===== src/rtl/bmc_pkg.sv =====
`timescale 1ns/1ps
package bmc_pkg;
  typedef enum logic [1:0] {
    SEL_CTRL = 2'd0,
    SEL_ADDR = 2'd1,
    SEL_DATA = 2'd2,
    SEL_MASK = 2'd3
  } reg_sel_e;

  // control byte, bit 7 down to bit 0
  typedef struct packed {
    logic sz_en;   // 7: size compare enable (layout B)
    logic b6;      // 6: data invert (A) / size value (B)
    logic tag;     // 5: tag mode
    logic rsv4;    // 4: reserved
    logic rw_val;  // 3: 1 read, 0 write
    logic rw_en;   // 2: direction compare enable
    logic rsv1;    // 1: reserved
    logic en;      // 0: comparator enable
  } ctrl_t;

  localparam int CTRL_W = 8;
endpackage


===== src/rtl/bmc_regs.sv =====
`timescale 1ns/1ps
module bmc_regs
  import bmc_pkg::*;
#(
  parameter int ADDR_W  = 20,
  parameter int DATA_W  = 16,
  parameter int REG_W   = 20,
  parameter int VARIANT = 0
) (
  input  logic              clk,
  input  logic              rst_n,
  input  logic              armed,
  input  logic              reg_wr,
  input  logic [1:0]        reg_sel,
  input  logic [REG_W-1:0]  reg_wdata,
  output logic [REG_W-1:0]  reg_rdata,
  output ctrl_t             ctrl_q,
  output logic [ADDR_W-1:0] addr_q,
  output logic [DATA_W-1:0] data_q,
  output logic [DATA_W-1:0] mask_q
);
  localparam logic [CTRL_W-1:0] CTRL_IMPL = (VARIANT != 0) ? 8'hED : 8'h6D;

  logic        ctrl_we, addr_we, data_we, mask_we;
  ctrl_t       ctrl_d;

  always_comb begin
    ctrl_we = reg_wr && (reg_sel == SEL_CTRL) && !armed;
    addr_we = reg_wr && (reg_sel == SEL_ADDR);
    data_we = reg_wr && (reg_sel == SEL_DATA);
    mask_we = reg_wr && (reg_sel == SEL_MASK);
    ctrl_d  = ctrl_t'(reg_wdata[CTRL_W-1:0] & CTRL_IMPL);
  end

  always_ff @(posedge clk or negedge rst_n) begin
    if (!rst_n)       ctrl_q <= '0;
    else if (ctrl_we) ctrl_q <= ctrl_d;
  end

  always_ff @(posedge clk or negedge rst_n) begin
    if (!rst_n)       addr_q <= '0;
    else if (addr_we) addr_q <= reg_wdata[ADDR_W-1:0];
  end

  always_ff @(posedge clk or negedge rst_n) begin
    if (!rst_n)       data_q <= '0;
    else if (data_we) data_q <= reg_wdata[DATA_W-1:0];
  end

  always_ff @(posedge clk or negedge rst_n) begin
    if (!rst_n)       mask_q <= '0;
    else if (mask_we) mask_q <= reg_wdata[DATA_W-1:0];
  end

  always_comb begin
    reg_rdata = '0;
    unique case (reg_sel)
      SEL_CTRL: reg_rdata[CTRL_W-1:0] = ctrl_q;
      SEL_ADDR: reg_rdata[ADDR_W-1:0] = addr_q;
      SEL_DATA: reg_rdata[DATA_W-1:0] = data_q;
      default:  reg_rdata[DATA_W-1:0] = mask_q;
    endcase
  end
endmodule


===== src/rtl/bmc_match.sv =====
`timescale 1ns/1ps
module bmc_match
  import bmc_pkg::*;
#(
  parameter int ADDR_W  = 20,
  parameter int DATA_W  = 16,
  parameter int VARIANT = 0
) (
  input  ctrl_t             ctrl,
  input  logic [ADDR_W-1:0] addr_q,
  input  logic [DATA_W-1:0] data_q,
  input  logic [DATA_W-1:0] mask_q,
  input  logic [ADDR_W-1:0] bus_addr,
  input  logic [DATA_W-1:0] bus_data,
  input  logic              bus_byte,
  input  logic              bus_rd,
  output logic              addr_hit,
  output logic              full_hit
);
  logic [DATA_W-1:0] diff;
  logic              data_eq, data_ok, size_ok, rw_ok;
  logic              unused_rsv;

  assign unused_rsv = ^{ctrl.rsv1, ctrl.rsv4, ctrl.tag, ctrl.en};

  always_comb begin
    diff     = (bus_data ^ data_q) & mask_q;
    data_eq  = ~|diff;
    rw_ok    = !ctrl.rw_en || (bus_rd == ctrl.rw_val);
    addr_hit = (bus_addr == addr_q) && rw_ok;
  end

  generate
    if (VARIANT == 0) begin : g_layout_a
      logic unused_size;
      assign unused_size = ^{bus_byte, ctrl.sz_en};
      assign data_ok = ctrl.b6 ? !data_eq : data_eq;
      assign size_ok = 1'b1;
    end else begin : g_layout_b
      assign data_ok = data_eq;
      assign size_ok = !ctrl.sz_en || (bus_byte == ctrl.b6);
    end
  endgenerate

  assign full_hit = addr_hit && data_ok && size_ok;
endmodule


===== src/rtl/bmc_tagq.sv =====
`timescale 1ns/1ps
module bmc_tagq #(
  parameter int Q_DEPTH = 4,
  parameter int CNT_W   = $clog2(Q_DEPTH + 1)
) (
  input  logic             clk,
  input  logic             rst_n,
  input  logic             push,
  input  logic             push_tag,
  input  logic             pop,
  input  logic             flush,
  output logic             head_tag,
  output logic [CNT_W-1:0] count
);
  logic [Q_DEPTH-1:0] tq_q, tq_d;
  logic [CNT_W-1:0]   cnt_q, cnt_d;
  logic               upd;

  always_comb begin
    tq_d  = tq_q;
    cnt_d = cnt_q;
    if (flush) begin
      tq_d  = '0;
      cnt_d = '0;
    end else begin
      if (pop && (cnt_q != '0)) begin
        for (int i = 0; i < Q_DEPTH - 1; i++) tq_d[i] = tq_q[i+1];
        tq_d[Q_DEPTH-1] = 1'b0;
        cnt_d = cnt_q - 1'b1;
      end
      if (push && (cnt_d < CNT_W'(Q_DEPTH))) begin
        for (int i = 0; i < Q_DEPTH; i++)
          if (CNT_W'(i) == cnt_d) tq_d[i] = push_tag;
        cnt_d = cnt_d + 1'b1;
      end
    end
    upd = flush || push || pop;
  end

  always_ff @(posedge clk or negedge rst_n) begin
    if (!rst_n) begin
      tq_q  <= '0;
      cnt_q <= '0;
    end else if (upd) begin
      tq_q  <= tq_d;
      cnt_q <= cnt_d;
    end
  end

  assign head_tag = (cnt_q != '0) && tq_q[0];
  assign count    = cnt_q;
endmodule


===== src/rtl/bus_match_cmp.sv =====
`timescale 1ns/1ps
module bus_match_cmp
  import bmc_pkg::*;
#(
  parameter int ADDR_W  = 20,
  parameter int DATA_W  = 16,
  parameter int REG_W   = 20,
  parameter int Q_DEPTH = 4,
  parameter int VARIANT = 0
) (
  input  logic              clk,
  input  logic              rst_n,
  input  logic              reg_wr,
  input  logic [1:0]        reg_sel,
  input  logic [REG_W-1:0]  reg_wdata,
  output logic [REG_W-1:0]  reg_rdata,
  input  logic              armed,
  input  logic              bus_valid,
  input  logic [ADDR_W-1:0] bus_addr,
  input  logic [DATA_W-1:0] bus_data,
  input  logic              bus_byte,
  input  logic              bus_rd,
  input  logic              bus_fetch,
  input  logic              q_exec,
  input  logic              q_flush,
  output logic              trig
);
  localparam int CNT_W = $clog2(Q_DEPTH + 1);

  logic [1:0]        rst_s;
  logic              rst_int_n;
  ctrl_t             ctrl_q;
  logic [ADDR_W-1:0] addr_q;
  logic [DATA_W-1:0] data_q, mask_q;
  logic              addr_hit, full_hit, head_tag;
  logic              tag_push, tag_mark;
  logic              imm_hit, exe_hit, trig_d;
  logic [CNT_W-1:0]  tag_cnt;

  // reset: asserted asynchronously, released on the clock
  always_ff @(posedge clk or negedge rst_n) begin
    if (!rst_n) rst_s <= 2'b00;
    else        rst_s <= {rst_s[0], 1'b1};
  end
  assign rst_int_n = rst_s[1];

  bmc_regs #(.ADDR_W(ADDR_W), .DATA_W(DATA_W), .REG_W(REG_W), .VARIANT(VARIANT)) u_regs (
    .clk(clk), .rst_n(rst_int_n), .armed(armed), .reg_wr(reg_wr), .reg_sel(reg_sel),
    .reg_wdata(reg_wdata), .reg_rdata(reg_rdata), .ctrl_q(ctrl_q), .addr_q(addr_q),
    .data_q(data_q), .mask_q(mask_q)
  );

  bmc_match #(.ADDR_W(ADDR_W), .DATA_W(DATA_W), .VARIANT(VARIANT)) u_match (
    .ctrl(ctrl_q), .addr_q(addr_q), .data_q(data_q), .mask_q(mask_q),
    .bus_addr(bus_addr), .bus_data(bus_data), .bus_byte(bus_byte), .bus_rd(bus_rd),
    .addr_hit(addr_hit), .full_hit(full_hit)
  );

  always_comb begin
    tag_push = bus_valid && bus_fetch;
    tag_mark = armed && ctrl_q.en && ctrl_q.tag && addr_hit;
    imm_hit  = bus_valid && !ctrl_q.tag && full_hit;
    exe_hit  = ctrl_q.tag && q_exec && !q_flush && head_tag;
    trig_d   = armed && ctrl_q.en && (imm_hit || exe_hit);
  end

  bmc_tagq #(.Q_DEPTH(Q_DEPTH), .CNT_W(CNT_W)) u_tagq (
    .clk(clk), .rst_n(rst_int_n), .push(tag_push), .push_tag(tag_mark),
    .pop(q_exec), .flush(q_flush), .head_tag(head_tag), .count(tag_cnt)
  );

  always_ff @(posedge clk or negedge rst_int_n) begin
    if (!rst_int_n) trig <= 1'b0;
    else            trig <= trig_d;
  end
endmodule


===== config.mk =====
export PLATFORM = sky130hd
export DESIGN_NAME = bus_match_cmp
export DESIGN_NICKNAME = d
export VERILOG_FILES = /design/src/rtl/bmc_pkg.sv /design/src/rtl/bmc_regs.sv /design/src/rtl/bmc_match.sv /design/src/rtl/bmc_tagq.sv /design/src/rtl/bus_match_cmp.sv
export SDC_FILE = /design/constraint.sdc
export NUM_CORES = 1
export LEC_CHECK = 0
export BUFFER_PORTS_ARGS = -buffer_cell sky130_fd_sc_hd__buf_2
export CAP_MARGIN = 20
export CORE_UTILIZATION = 45
export DETAILED_ROUTE_END_ITERATION = 8
export MAX_ROUTING_LAYER = met4
export PLACE_DENSITY = 0.69
export SLEW_MARGIN = 10
export SYNTH_ARGS = -nofsm -noshare
export SYNTH_HDL_FRONTEND = slang
export SYNTH_SLANG_ARGS = --single-unit

===== constraint.sdc =====
create_clock -name clk -period 5.7 [get_ports clk]
set_input_delay 0.285 -clock clk [delete_from_list [all_inputs] [get_ports clk]]
set_output_delay 0.285 -clock clk [all_outputs]
set_load 0.005 [all_outputs]

==> results.md, run 1 <==
* Status: finished clean
* Die Span Y at 91.1 um
* Post-synth net total at 352
* Final Hold Fails at 0
* Ys flop type: dfrtp_1
* DRT Pass-1 Iters at 4
* Crit Path Category: flop to flop
* Synth-to-Final Area Change at 21.9%
* Worst slew pin tran at 1.04 ns
* Share of cells above drive strength 1 at 45.6%
* Clk_lat worst skew at 0.34 ns
* Dominant cell by count in the synthesized netlist: dfrtp_1
* Post-Layout Cell Count at 473
* Initial Utilization at 46.5%
* Pre-CTS setup slack at 3.10 ns
* Layout Utilization at 56.6%
* Routed Antenna Nets at 0
* Setup slack after layout at 3.32 ns
* Max clock buf depth at 2
* CP required at 5.96 ns
* Resized cells post-CTS at 0
* Distinct cells, synth at 36
* Synth area leader: dfrtp_1
* WL per Instance at 17.0 um
* H-Tree Depth at 3
* Critical Path End Type: flop
* Die area at 0.00830 sq mm
* CTS clk-pin slew, worst paths at 0.07 ns
* Vias in the first global route at 2615
* CTS Hold Bufs at 1
* Yosys reg bits at 67
* Setup TNS at 0 ns
* Gr usage total at 21.8%
* Worst Hold Class: input pin to flop
* VDD IR-drop max at 172 uV
* I/O pin total at 89
* Placer Congestion at 0.807
* Setup Skew at 0.00731 ns
* Cts bufs inserted at 9
* Slew HR at 30.5%
* Hold depth at 2
* Min Tclk post-route at 2.38 ns
* Placed cells at 456
* Fin crit share at 41.8%
* Worst R2R End: u_tagq.count[2]
* Core box area at 0.00769 sq mm
* Sequential cell area fraction in the yosys report at 47.0%
* Row cnt at 32
* Antenna violations before repair at 0
* Hold Startpoint: reg_wdata[19]
* CP startpoint kind: flop
* Antenna cell count at 0
* Reg-to-Reg Start: u_tagq.count[0]
* Fin nets at 441
* Pin count of the biggest net entering global routing at 66
* Avg Cell Area, Syn at 12.9 sq um
* Commonest cells post-synth: dfrtp_1 (67), mux2_2 (55), xor2_1 (38)
* Die width at 91.1 um
* RSZ-0062 raised after global routing: no
* Post-synth EDFFs at 0
* Max Slew Vio Count at 0
* GRT overflow at 0
* Via count at 2479
* Placed cell area at 0.00410 sq mm
* Final wirelength at 8.02 mm
* Post-CTS Setup Bufs at 0
* Ys async rst share at 100%
* Post-route cell area at 0.00435 sq mm
* Hold Path End: u_regs.addr_q[19]
* Syn Inst Count at 277
* Final setup viols at 0
* Fmax at 420 MHz
* PD cells at 358 mW/mm^2
* Clock root buffer: clkbuf_8
* Synth top area cells: dfrtp_1 (47%), mux2_2 (17%), xor2_1 (9.3%), mux2_1 (4.7%), a22o_1 (3.7%)
* Mapped Area at 0.00357 sq mm
* LEAKAGE at 2.02 nW
* Clk sink count at 67
* Via/cell ratio at 5.24
* CTS tree: built
* Synth top area share at 47.0%
* Data arrival time of the worst path at 2.64 ns
* Slack of the worst reg-to-reg path at 3.32 ns
* First-pass GRT wire length at 13.3 mm
* R2r worst-path depth at 11
* Max-Cap Viols at 0
* I/O Buffers at 87
* Critical path fanouts, max at 9
* Initial DRC count at 96
* DRC at 0
* YS warnings at 0
* Final HPWL DP at 5.78 mm
## final cells by class
cell class / instances / area (sq um)
Fill cell: 678 / 3330
Multi-Input combinational cell: 193 / 1820
Sequential cell: 67 / 1680
Timing Repair Buffer: 89 / 453
Clock buffer: 10 / 138
Tap cell: 102 / 128
Clock inverter: 6 / 111
Inverter: 6 / 22.5
## kinds of logic (layout without fill, tap and decap cells)
| family | Yosys count | in the layout | synth area share [%] |
|---|---|---|---|
| AND/OR/NAND/NOR | 36 | 36 | 6.24 |
| flip-flops | 67 | 67 | 47.0 |
| other | 1 | 1 | 0.105 |
| buffers and inverters | 17 | 111 | 1.96 |
| XOR/XNOR | 40 | 40 | 9.81 |
| AO/OA/AOI/OAI | 34 | 34 | 7.25 |
| multiplexers | 75 | 75 | 25.2 |
| adder cells (fa/ha/maj) | 7 | 7 | 2.45 |
## through the flow
| step | hold WS [ns] | power [mW] |
|---|---|---|
| after detailed placement | 0.0709 | 1.08 |
| after floorplan | -0.0106 | 0.948 |
| after CTS | 0.147 | 1.57 |
| after global placement | 0.0699 | 1.07 |
| final | 0.160 | 1.56 |
| after global routing | 0.159 | 1.66 |
## per-layer routing
| metal | wire, um | part of all wire (%) | track usage [%] |
|---|---|---|---|
| met3 | 376 | 4.7 | 3.52 |
| met1 | 3660 | 46 | 28.2 |
| met5 | 0 | 0 | - |
| met2 | 3870 | 48 | 34.5 |
| met4 | 115 | 1.4 | 8.47 |
## cell usage in the layout (no fill, tap or decap), types with 7 or more instances in the layout
master    netlist  layout
xor2_1         38      38
buf_2           5      87
mux2_1         15      15
a21oi_1         9       9
a22o_1         15      15
ha_1            7       7
dfrtp_1        67      66
clkbuf_8        0      10
mux2_2         55      55
## worst max-delay path by stage
stage	from	endpoint	cells past startpoint
6_report	u_tagq.count[0]	u_tagq.count[2]	11
5_1_grt	u_tagq.count[0]	u_tagq.count[2]	11
4_1_cts	u_tagq.count[0]	u_tagq.count[2]	11
3_5_place_dp	reg_sel[0]	u_regs.addr_q[6]	4
3_3_place_gp	reg_sel[0]	u_regs.addr_q[19]	4
2_1_floorplan	u_tagq.count[0]	u_tagq.count[2]	11
## critical path, stage by stage (launching register included)
cell	delay, ns
dfrtp_1	0.36
inv_1	0.10
ha_1	0.18
inv_1	0.05
o21ai_2	0.37
nor2_1	0.08
a21oi_1	0.26
inv_1	0.12
ha_1	0.22
ha_1	0.26
nand3b_1	0.15
a21oi_1	0.16
## flip-flops by register name (all words and copies together), names as in the netlist
register,count
u_tagq.tq_q,4
u_regs.data_q,16
rst_s,2
u_regs.mask_q,16
u_tagq.count,3
u_regs.addr_q,20
u_regs.ctrl_q,5
trig,1
## power breakdown
group	switching [mW]	internal, mW
sequential	0.0756	0.569
clock	0.184	0.303
combinational	0.199	0.227
Power figures use the tool's default switching activity.
==> run 2, diff against run 1 <==
--- a/config.mk
+++ b/config.mk
@@ -10,7 +10,7 @@
 export CORE_UTILIZATION = 45
 export DETAILED_ROUTE_END_ITERATION = 8
 export MAX_ROUTING_LAYER = met4
-export PLACE_DENSITY = 0.69
+export PLACE_DENSITY = 0.72
 export SLEW_MARGIN = 10
 export SYNTH_ARGS = -nofsm -noshare
 export SYNTH_HDL_FRONTEND = slang
==> constraint.sdc (replaced) <==
create_clock -name clk -period 2 [get_ports clk]
set_input_delay 0.1 -clock clk [delete_from_list [all_inputs] [get_ports clk]]
set_output_delay 0.1 -clock clk [all_outputs]
set_load 0.005 [all_outputs]
==> results.md, run 2 (synthesized netlist as in run 1, its figures left out) <==
* Critical Path End: u_tagq.count[2] (unchanged)
* Initial Utilization at 46.5% (unchanged)
* Max Slew Vio Count at 0 (unchanged)
* RSZ-0062 raised after global routing: yes (was no)
* I/O pin total at 89 (unchanged)
* Final wirelength at 8.56 mm (was 8.02 mm)
* DRT Pass-1 Iters at 4 (unchanged)
* Die Span Y at 91.1 um (unchanged)
* Most common cell after layout, fill and taps aside: buf_2 (unchanged)
* GRT overflow at 0 (unchanged)
* I/O Buffers at 87 (unchanged)
* Worst R2R End: u_tagq.count[2] (unchanged)
* VDD IR-drop max at 480 uV (was 172 uV)
* Fmax at 510 MHz (was 420 MHz)
* Synth-to-Final Area Change at 29.9% (was 21.9%)
* Via count at 2639 (was 2479)
* Status: finished clean (unchanged)
* Critical Path End Type: flop (unchanged)
* Max-Cap Viols at 0 (unchanged)
* Post-Layout Cell Count at 503 (was 473)
* Final setup viols at 0 (unchanged)
* Reg-to-Reg Start: u_tagq.count[1] (was u_tagq.count[0])
* Most flop-heavy register: u_regs.addr_q (unchanged)
* CP required at 2.27 ns (was 5.96 ns)
* CTS clk-pin slew, worst paths at 0.07 ns (about the same)
* Register area at 0.00168 sq mm (unchanged)
* Worst Hold Class: input pin to flop (unchanged)
* Die width at 91.1 um (unchanged)
* Final Hold Fails at 0 (unchanged)
* R2r worst-path depth at 11 (unchanged)
* Share of cells above drive strength 1 at 50.7% (was 45.6%)
* Core box area at 0.00769 sq mm (unchanged)
* Cell family with most CP delay: adder cells (was compound AO/OA/AOI/OAI gates)
* Largest register FFs at 20 (unchanged)
* Crit-path max cell delay at 0.40 ns (was 0.37 ns)
* Fillers at 649 (was 678)
* Layout Utilization at 60.3% (was 56.6%)
* Placer Congestion at 0.886 (was 0.807)
* Fin crit share at 98.0% (was 41.8%)
* Routed Antenna Nets at 0 (unchanged)
* Max clock buf depth at 2 (unchanged)
* Clk sink count at 67 (unchanged)
* Data arrival time of the worst path at 2.23 ns (was 2.64 ns)
* Crit Path Category: flop to flop (unchanged)
* Multi-input logic area at 0.00188 sq mm (was 0.00182 sq mm)
* CP startpoint kind: flop (unchanged)
* Setup Skew at 0.00935 ns (was 0.00731 ns)
* WP depth at 11 (unchanged)
* LEAKAGE at 2.16 nW (was 2.02 nW)
* Slack of the worst reg-to-reg path at 0.04 ns (was 3.32 ns)
* Clock root buffer: clkbuf_8 (unchanged)
* WL per Instance at 17.0 um (about the same)
* Biggest regs: u_regs.addr_q x20, u_regs.data_q x16, u_regs.mask_q x16 (unchanged)
* Via/cell ratio at 5.25 (was 5.24)
* Placed cells at 475 (was 456)
* DRC at 0 (unchanged)
* Worst Setup SP: u_tagq.count[1] (was u_tagq.count[0])
* Row cnt at 32 (unchanged)
* First-pass GRT wire length at 14.0 mm (was 13.3 mm)
* Vias in the first global route at 2840 (was 2615)
* H-Tree Depth at 3 (unchanged)
* Pin count of the biggest net entering global routing at 66 (unchanged)
* Critical path fanouts, max at 4 (was 9)
* Fin nets at 470 (was 441)
* Crit path buffers/inverters at 3 (unchanged)
* PD cells at 1010 mW/mm^2 (was 358 mW/mm^2)
* Gr usage total at 22.8% (was 21.8%)
* Final HPWL DP at 6.22 mm (was 5.78 mm)
* Die area at 0.00830 sq mm (unchanged)
* Initial DRC count at 109 (was 96)
* CTS tree: built (unchanged)
* Antenna violations before repair at 1 (was 0)
* Cts bufs inserted at 9 (unchanged)
* Clk_lat worst skew at 0.34 ns (about the same)
* Commonest non-fill, non-tap cells in the layout: buf_2 (87), dfrtp_1 (66), mux2_2 (55) (unchanged)
* Crit-path slowest cell: dfrtp_1 (was o21ai_2)
* Min Tclk post-route at 1.96 ns (was 2.38 ns)
* Critical Path, Cell by Cell: inv_2, ha_4, inv_1, o21ai_4, nor2_2, a21oi_2, inv_1, ha_2, ha_1, nand3b_1, a21oi_2 (was inv_1, ha_1, inv_1, o21ai_2, nor2_1, a21oi_1, inv_1, ha_1, ha_1, nand3b_1, a21oi_1)
==> run 2: layer usage <==
metal	up-vias	routed length (um)	track usage, %
met5	-	0	-
met4	0	111	7.28
met3	11	462	5.78
met2	79	4110	35.9
met1	1301	3880	29.0
li1	1248	-	-
==> run 2: what timing repair did <==
action / 4_1_cts / 5_1_grt
endpoints found under the hold margin: 7 / 0
pin swaps: 2 / 4
resized for setup: 0 / 12
hold buffers: 6 / 0
setup buffers: 1 / 4
endpoints found under the setup margin: 1 / 6
==> run 2: cell type report <==
class	instances	share of cell area, %
Timing Repair Buffer	118	15.3
Tap cell	102	2.75
Multi-Input combinational cell	193	40.5
Clock buffer	11	3.05
Clock inverter	5	1.67
Antenna cell	1	0.0540
Inverter	6	0.486
Sequential cell	67	36.2
==> run 2: how the worst min path moves through the flow <==
| stage | start | end | slack, ns | cells after the start |
|---|---|---|---|---|
| final | reg_wdata[3] | u_regs.addr_q[3] | 0.02 | 2 |
| after floorplan | rst_n | rst_s[0] | -0.20 | 0 |
| after CTS | reg_wdata[4] | u_regs.data_q[4] | 0.003 | 2 |
| after global routing | q_flush | u_tagq.count[2] | 0.01 | 2 |
| after global placement | rst_n | rst_s[0] | -0.11 | 1 |
| after detailed placement | rst_n | rst_s[0] | -0.11 | 1 |
==> run 2: per-stage QoR <==
| stage | instance area (sq um) | TNS [ns] | setup WS [ns] | hold WS (ns) | power (mW) |
|---|---|---|---|---|---|
| 6_report | 4640 | 0 | 0.0396 | 0.0206 | 4.67 |
| 5_1_grt | 4640 | -0.113 | -0.0688 | 0.0115 | 4.95 |
| 4_1_cts | 4560 | 0 | 0.0141 | 0.00256 | 4.56 |
| 3_5_place_dp | 4270 | -0.0113 | -0.0113 | -0.111 | 3.28 |
| 3_3_place_gp | 4270 | 0 | 0.0832 | -0.114 | 3.21 |
| 2_1_floorplan | 3580 | 0 | 0.00281 | -0.196 | 2.72 |
==> run 2: report_power, final <==
part	leakage, nW	internal, mW	switching [mW]
logic	1.24	0.885	0.676
clock network	0.109	0.733	0.529
registers	0.807	1.62	0.224
==> run 3, diff against run 2 <==
--- a/config.mk
+++ b/config.mk
@@ -8,6 +8,7 @@
 export BUFFER_PORTS_ARGS = -buffer_cell sky130_fd_sc_hd__buf_2
 export CAP_MARGIN = 20
 export CORE_UTILIZATION = 45
+export CTS_BUF_LIST = sky130_fd_sc_hd__clkbuf_4
 export DETAILED_ROUTE_END_ITERATION = 8
 export MAX_ROUTING_LAYER = met4
 export PLACE_DENSITY = 0.72
==> results.md, run 3 (synthesized netlist as in run 1, its figures left out) <==
* Die Span Y at 91.1 um (unchanged)
* Biggest regs: u_regs.addr_q x20, u_regs.data_q x16, u_regs.mask_q x16 (unchanged)
* VDD IR-drop max at 487 uV (was 480 uV)
* Final Hold Fails at 0 (unchanged)
* Routed Antenna Nets at 0 (unchanged)
* Hold depth at 4 (was 2)
* CP required at 2.35 ns (was 2.27 ns)
* Reg power frac at 41.0% (was 39.5%)
* Clock root buffer: clkbuf_4 (was clkbuf_8)
* DRT Pass-1 Iters at 4 (unchanged)
* Switch share at 31.7% (was 30.6%)
* Commonest non-fill, non-tap cells in the layout: buf_2 (87), dfrtp_1 (66), mux2_2 (55) (unchanged)
* Final HPWL DP at 6.22 mm (unchanged)
* Antenna violations before repair at 1 (unchanged)
* Pin count of the biggest net entering global routing at 66 (unchanged)
* Synth-to-Final Area Change at 34.3% (was 29.9%)
* Clk sink count at 67 (unchanged)
* Final setup viols at 0 (unchanged)
* Max-Cap Viols at 0 (unchanged)
* Placed cells at 475 (unchanged)
* Worst Hold Class: input pin to flop (unchanged)
* Reg-to-Reg Start: u_tagq.count[1] (unchanged)
* Hold Path End: trig (was u_regs.addr_q[3])
* GRT overflow at 0 (unchanged)
* Post-Layout Cell Count at 524 (was 503)
* Critical Path End Type: flop (unchanged)
* Fin nets at 491 (was 470)
* Gr usage total at 23.0% (was 22.8%)
* RSZ-0062 raised after global routing: yes (unchanged)
* Vias in the first global route at 2916 (was 2840)
* Die width at 91.1 um (unchanged)
* Slack of the worst reg-to-reg path at 0.04 ns (about the same)
* Switching power at 1.42 mW (was 1.43 mW)
* Comb power frac at 36.6% (was 33.4%)
* Row cnt at 32 (unchanged)
* Initial Utilization at 46.5% (unchanged)
* I/O Buffers at 87 (unchanged)
* Largest register FFs at 20 (unchanged)
* Clock power frac at 22.4% (was 27.0%)
* Data arrival time of the worst path at 2.31 ns (was 2.23 ns)
* Critical path fanouts, max at 4 (unchanged)
* CP startpoint kind: flop (unchanged)
* CTS clk-pin slew, worst paths at 0.11 ns (was 0.07 ns)
* Via count at 2723 (was 2639)
* Initial DRC count at 107 (was 109)
* Most flop-heavy register: u_regs.addr_q (unchanged)
* Hold Startpoint: armed (was reg_wdata[3])
* Core box area at 0.00769 sq mm (unchanged)
* PD cells at 938 mW/mm^2 (was 1010 mW/mm^2)
* Share of cells above drive strength 1 at 49.4% (was 50.7%)
* Max clock buf depth at 2 (unchanged)
* Fin crit share at 98.1% (was 98.0%)
* LEAKAGE at 2.23 nW (was 2.16 nW)
* Worst R2R End: u_tagq.count[2] (unchanged)
* Int Pwr at 3.08 mW (was 3.24 mW)
* Fmax at 510 MHz (about the same)
* H-Tree Depth at 3 (unchanged)
* First-pass GRT wire length at 14.1 mm (was 14.0 mm)
* Via/cell ratio at 5.20 (was 5.25)
* Final wirelength at 8.70 mm (was 8.56 mm)
* Die area at 0.00830 sq mm (unchanged)
* R2r worst-path depth at 11 (unchanged)
* Max Slew Vio Count at 0 (unchanged)
* Most common cell after layout, fill and taps aside: buf_2 (unchanged)
* Cts bufs inserted at 9 (unchanged)
* CTS tree: built (unchanged)
* Placer Congestion at 0.886 (unchanged)
* Hold_ws at 0.105 ns (was 0.0206 ns)
* Crit Path Category: flop to flop (unchanged)
* DRC at 0 (unchanged)
* Clk_lat worst skew at 0.41 ns (was 0.34 ns)
* Setup Skew at 0.0137 ns (was 0.00935 ns)
* I/O pin total at 89 (unchanged)
* WL per Instance at 16.6 um (was 17.0 um)
* Status: finished clean (unchanged)
* Min Tclk post-route at 1.96 ns (about the same)
==> run 3: cell types whose count changed in the layout (fill, tap and decap cells not counted), moves of 2 or more <==
cell           before  now
buf_4              23   25
a311oi_1            3    1
dlygate4sd3_1       6   25
clkbuf_8           10    0
a311oi_2            0    2
clkbuf_4            0   10
==> run 3: final cells by class <==
class                      count  area (sq um)
antenna                        1          2.50
clock buffer                  10          75.1
clock inverter                 6          81.3
fill                         647          2890
inverter                       6          22.5
multi-input combinational    193          1900
sequential                    67          1680
tap                          102           128
timing repair buffer         139           913
==> run 3: repair_timing <==
| item | in CTS | in global routing |
|---|---|---|
| resized for setup | 0 | 15 |
| pin swaps | 1 | 6 |
| setup endpoints to repair | 1 | 6 |
| setup buffers | 2 | 5 |
| hold buffers | 25 | 0 |
| hold endpoints to repair | 66 | 0 |
==> run 3: stage by stage <==
stage / setup TNS, ns / cell area [sq um] / utilization, % / setup slack, ns / total power [mW]
floorplan: 0 / 3580 / - / 0.00281 / 2.72
global placement: 0 / 4270 / 55.6 / 0.0832 / 3.21
detailed placement: -0.0113 / 4270 / 55.6 / -0.0113 / 3.28
CTS: 0 / 4700 / 61.1 / 0.00353 / 4.35
global route: -0.0777 / 4800 / 62.4 / -0.0570 / 4.79
finish: 0 / 4800 / 62.4 / 0.0385 / 4.50
==> run 3: power by group through the flow <==
| stage | Clock (mW) | Combinational, mW | Sequential, mW |
|---|---|---|---|
| 2_1_floorplan | 0 | 0.901 | 1.82 |
| 3_3_place_gp | 0 | 1.36 | 1.85 |
| 3_5_place_dp | 0 | 1.41 | 1.87 |
| 4_1_cts | 1.03 | 1.48 | 1.84 |
| 5_1_grt | 1.09 | 1.81 | 1.89 |
| 6_report | 1.01 | 1.65 | 1.84 |
==> run 3: worst max path at each step <==
| stage | start | endpoint | cells after the start |
|---|---|---|---|
| finish | u_tagq.count[1] | u_tagq.count[2] | 11 |
| detailed placement | u_tagq.count[1] | u_tagq.count[2] | 11 |
| floorplan | u_tagq.count[0] | u_tagq.count[2] | 11 |
| global placement | u_tagq.count[1] | u_tagq.count[2] | 11 |
| CTS | u_tagq.count[1] | u_tagq.count[2] | 11 |
| global route | u_tagq.count[1] | u_tagq.count[2] | 11 |
==> run 3: layer usage <==
layer	track usage (%)	routed length, um	vias to the layer above
li1	-	-	1296
met1	28.7	3880	1329
met2	36.6	4190	86
met3	6.20	491	12
met4	7.41	128	0
met5	-	0	-
==> run 3: critical path, stage by stage, from the launching register on <==
cell,delay (ns)
dfrtp_1,0.41
inv_2,0.08
ha_4,0.13
inv_1,0.06
o21ai_4,0.23
nor2_2,0.06
a21oi_2,0.13
inv_1,0.08
ha_2,0.18
ha_1,0.25
nand3b_1,0.16
a21oi_2,0.13
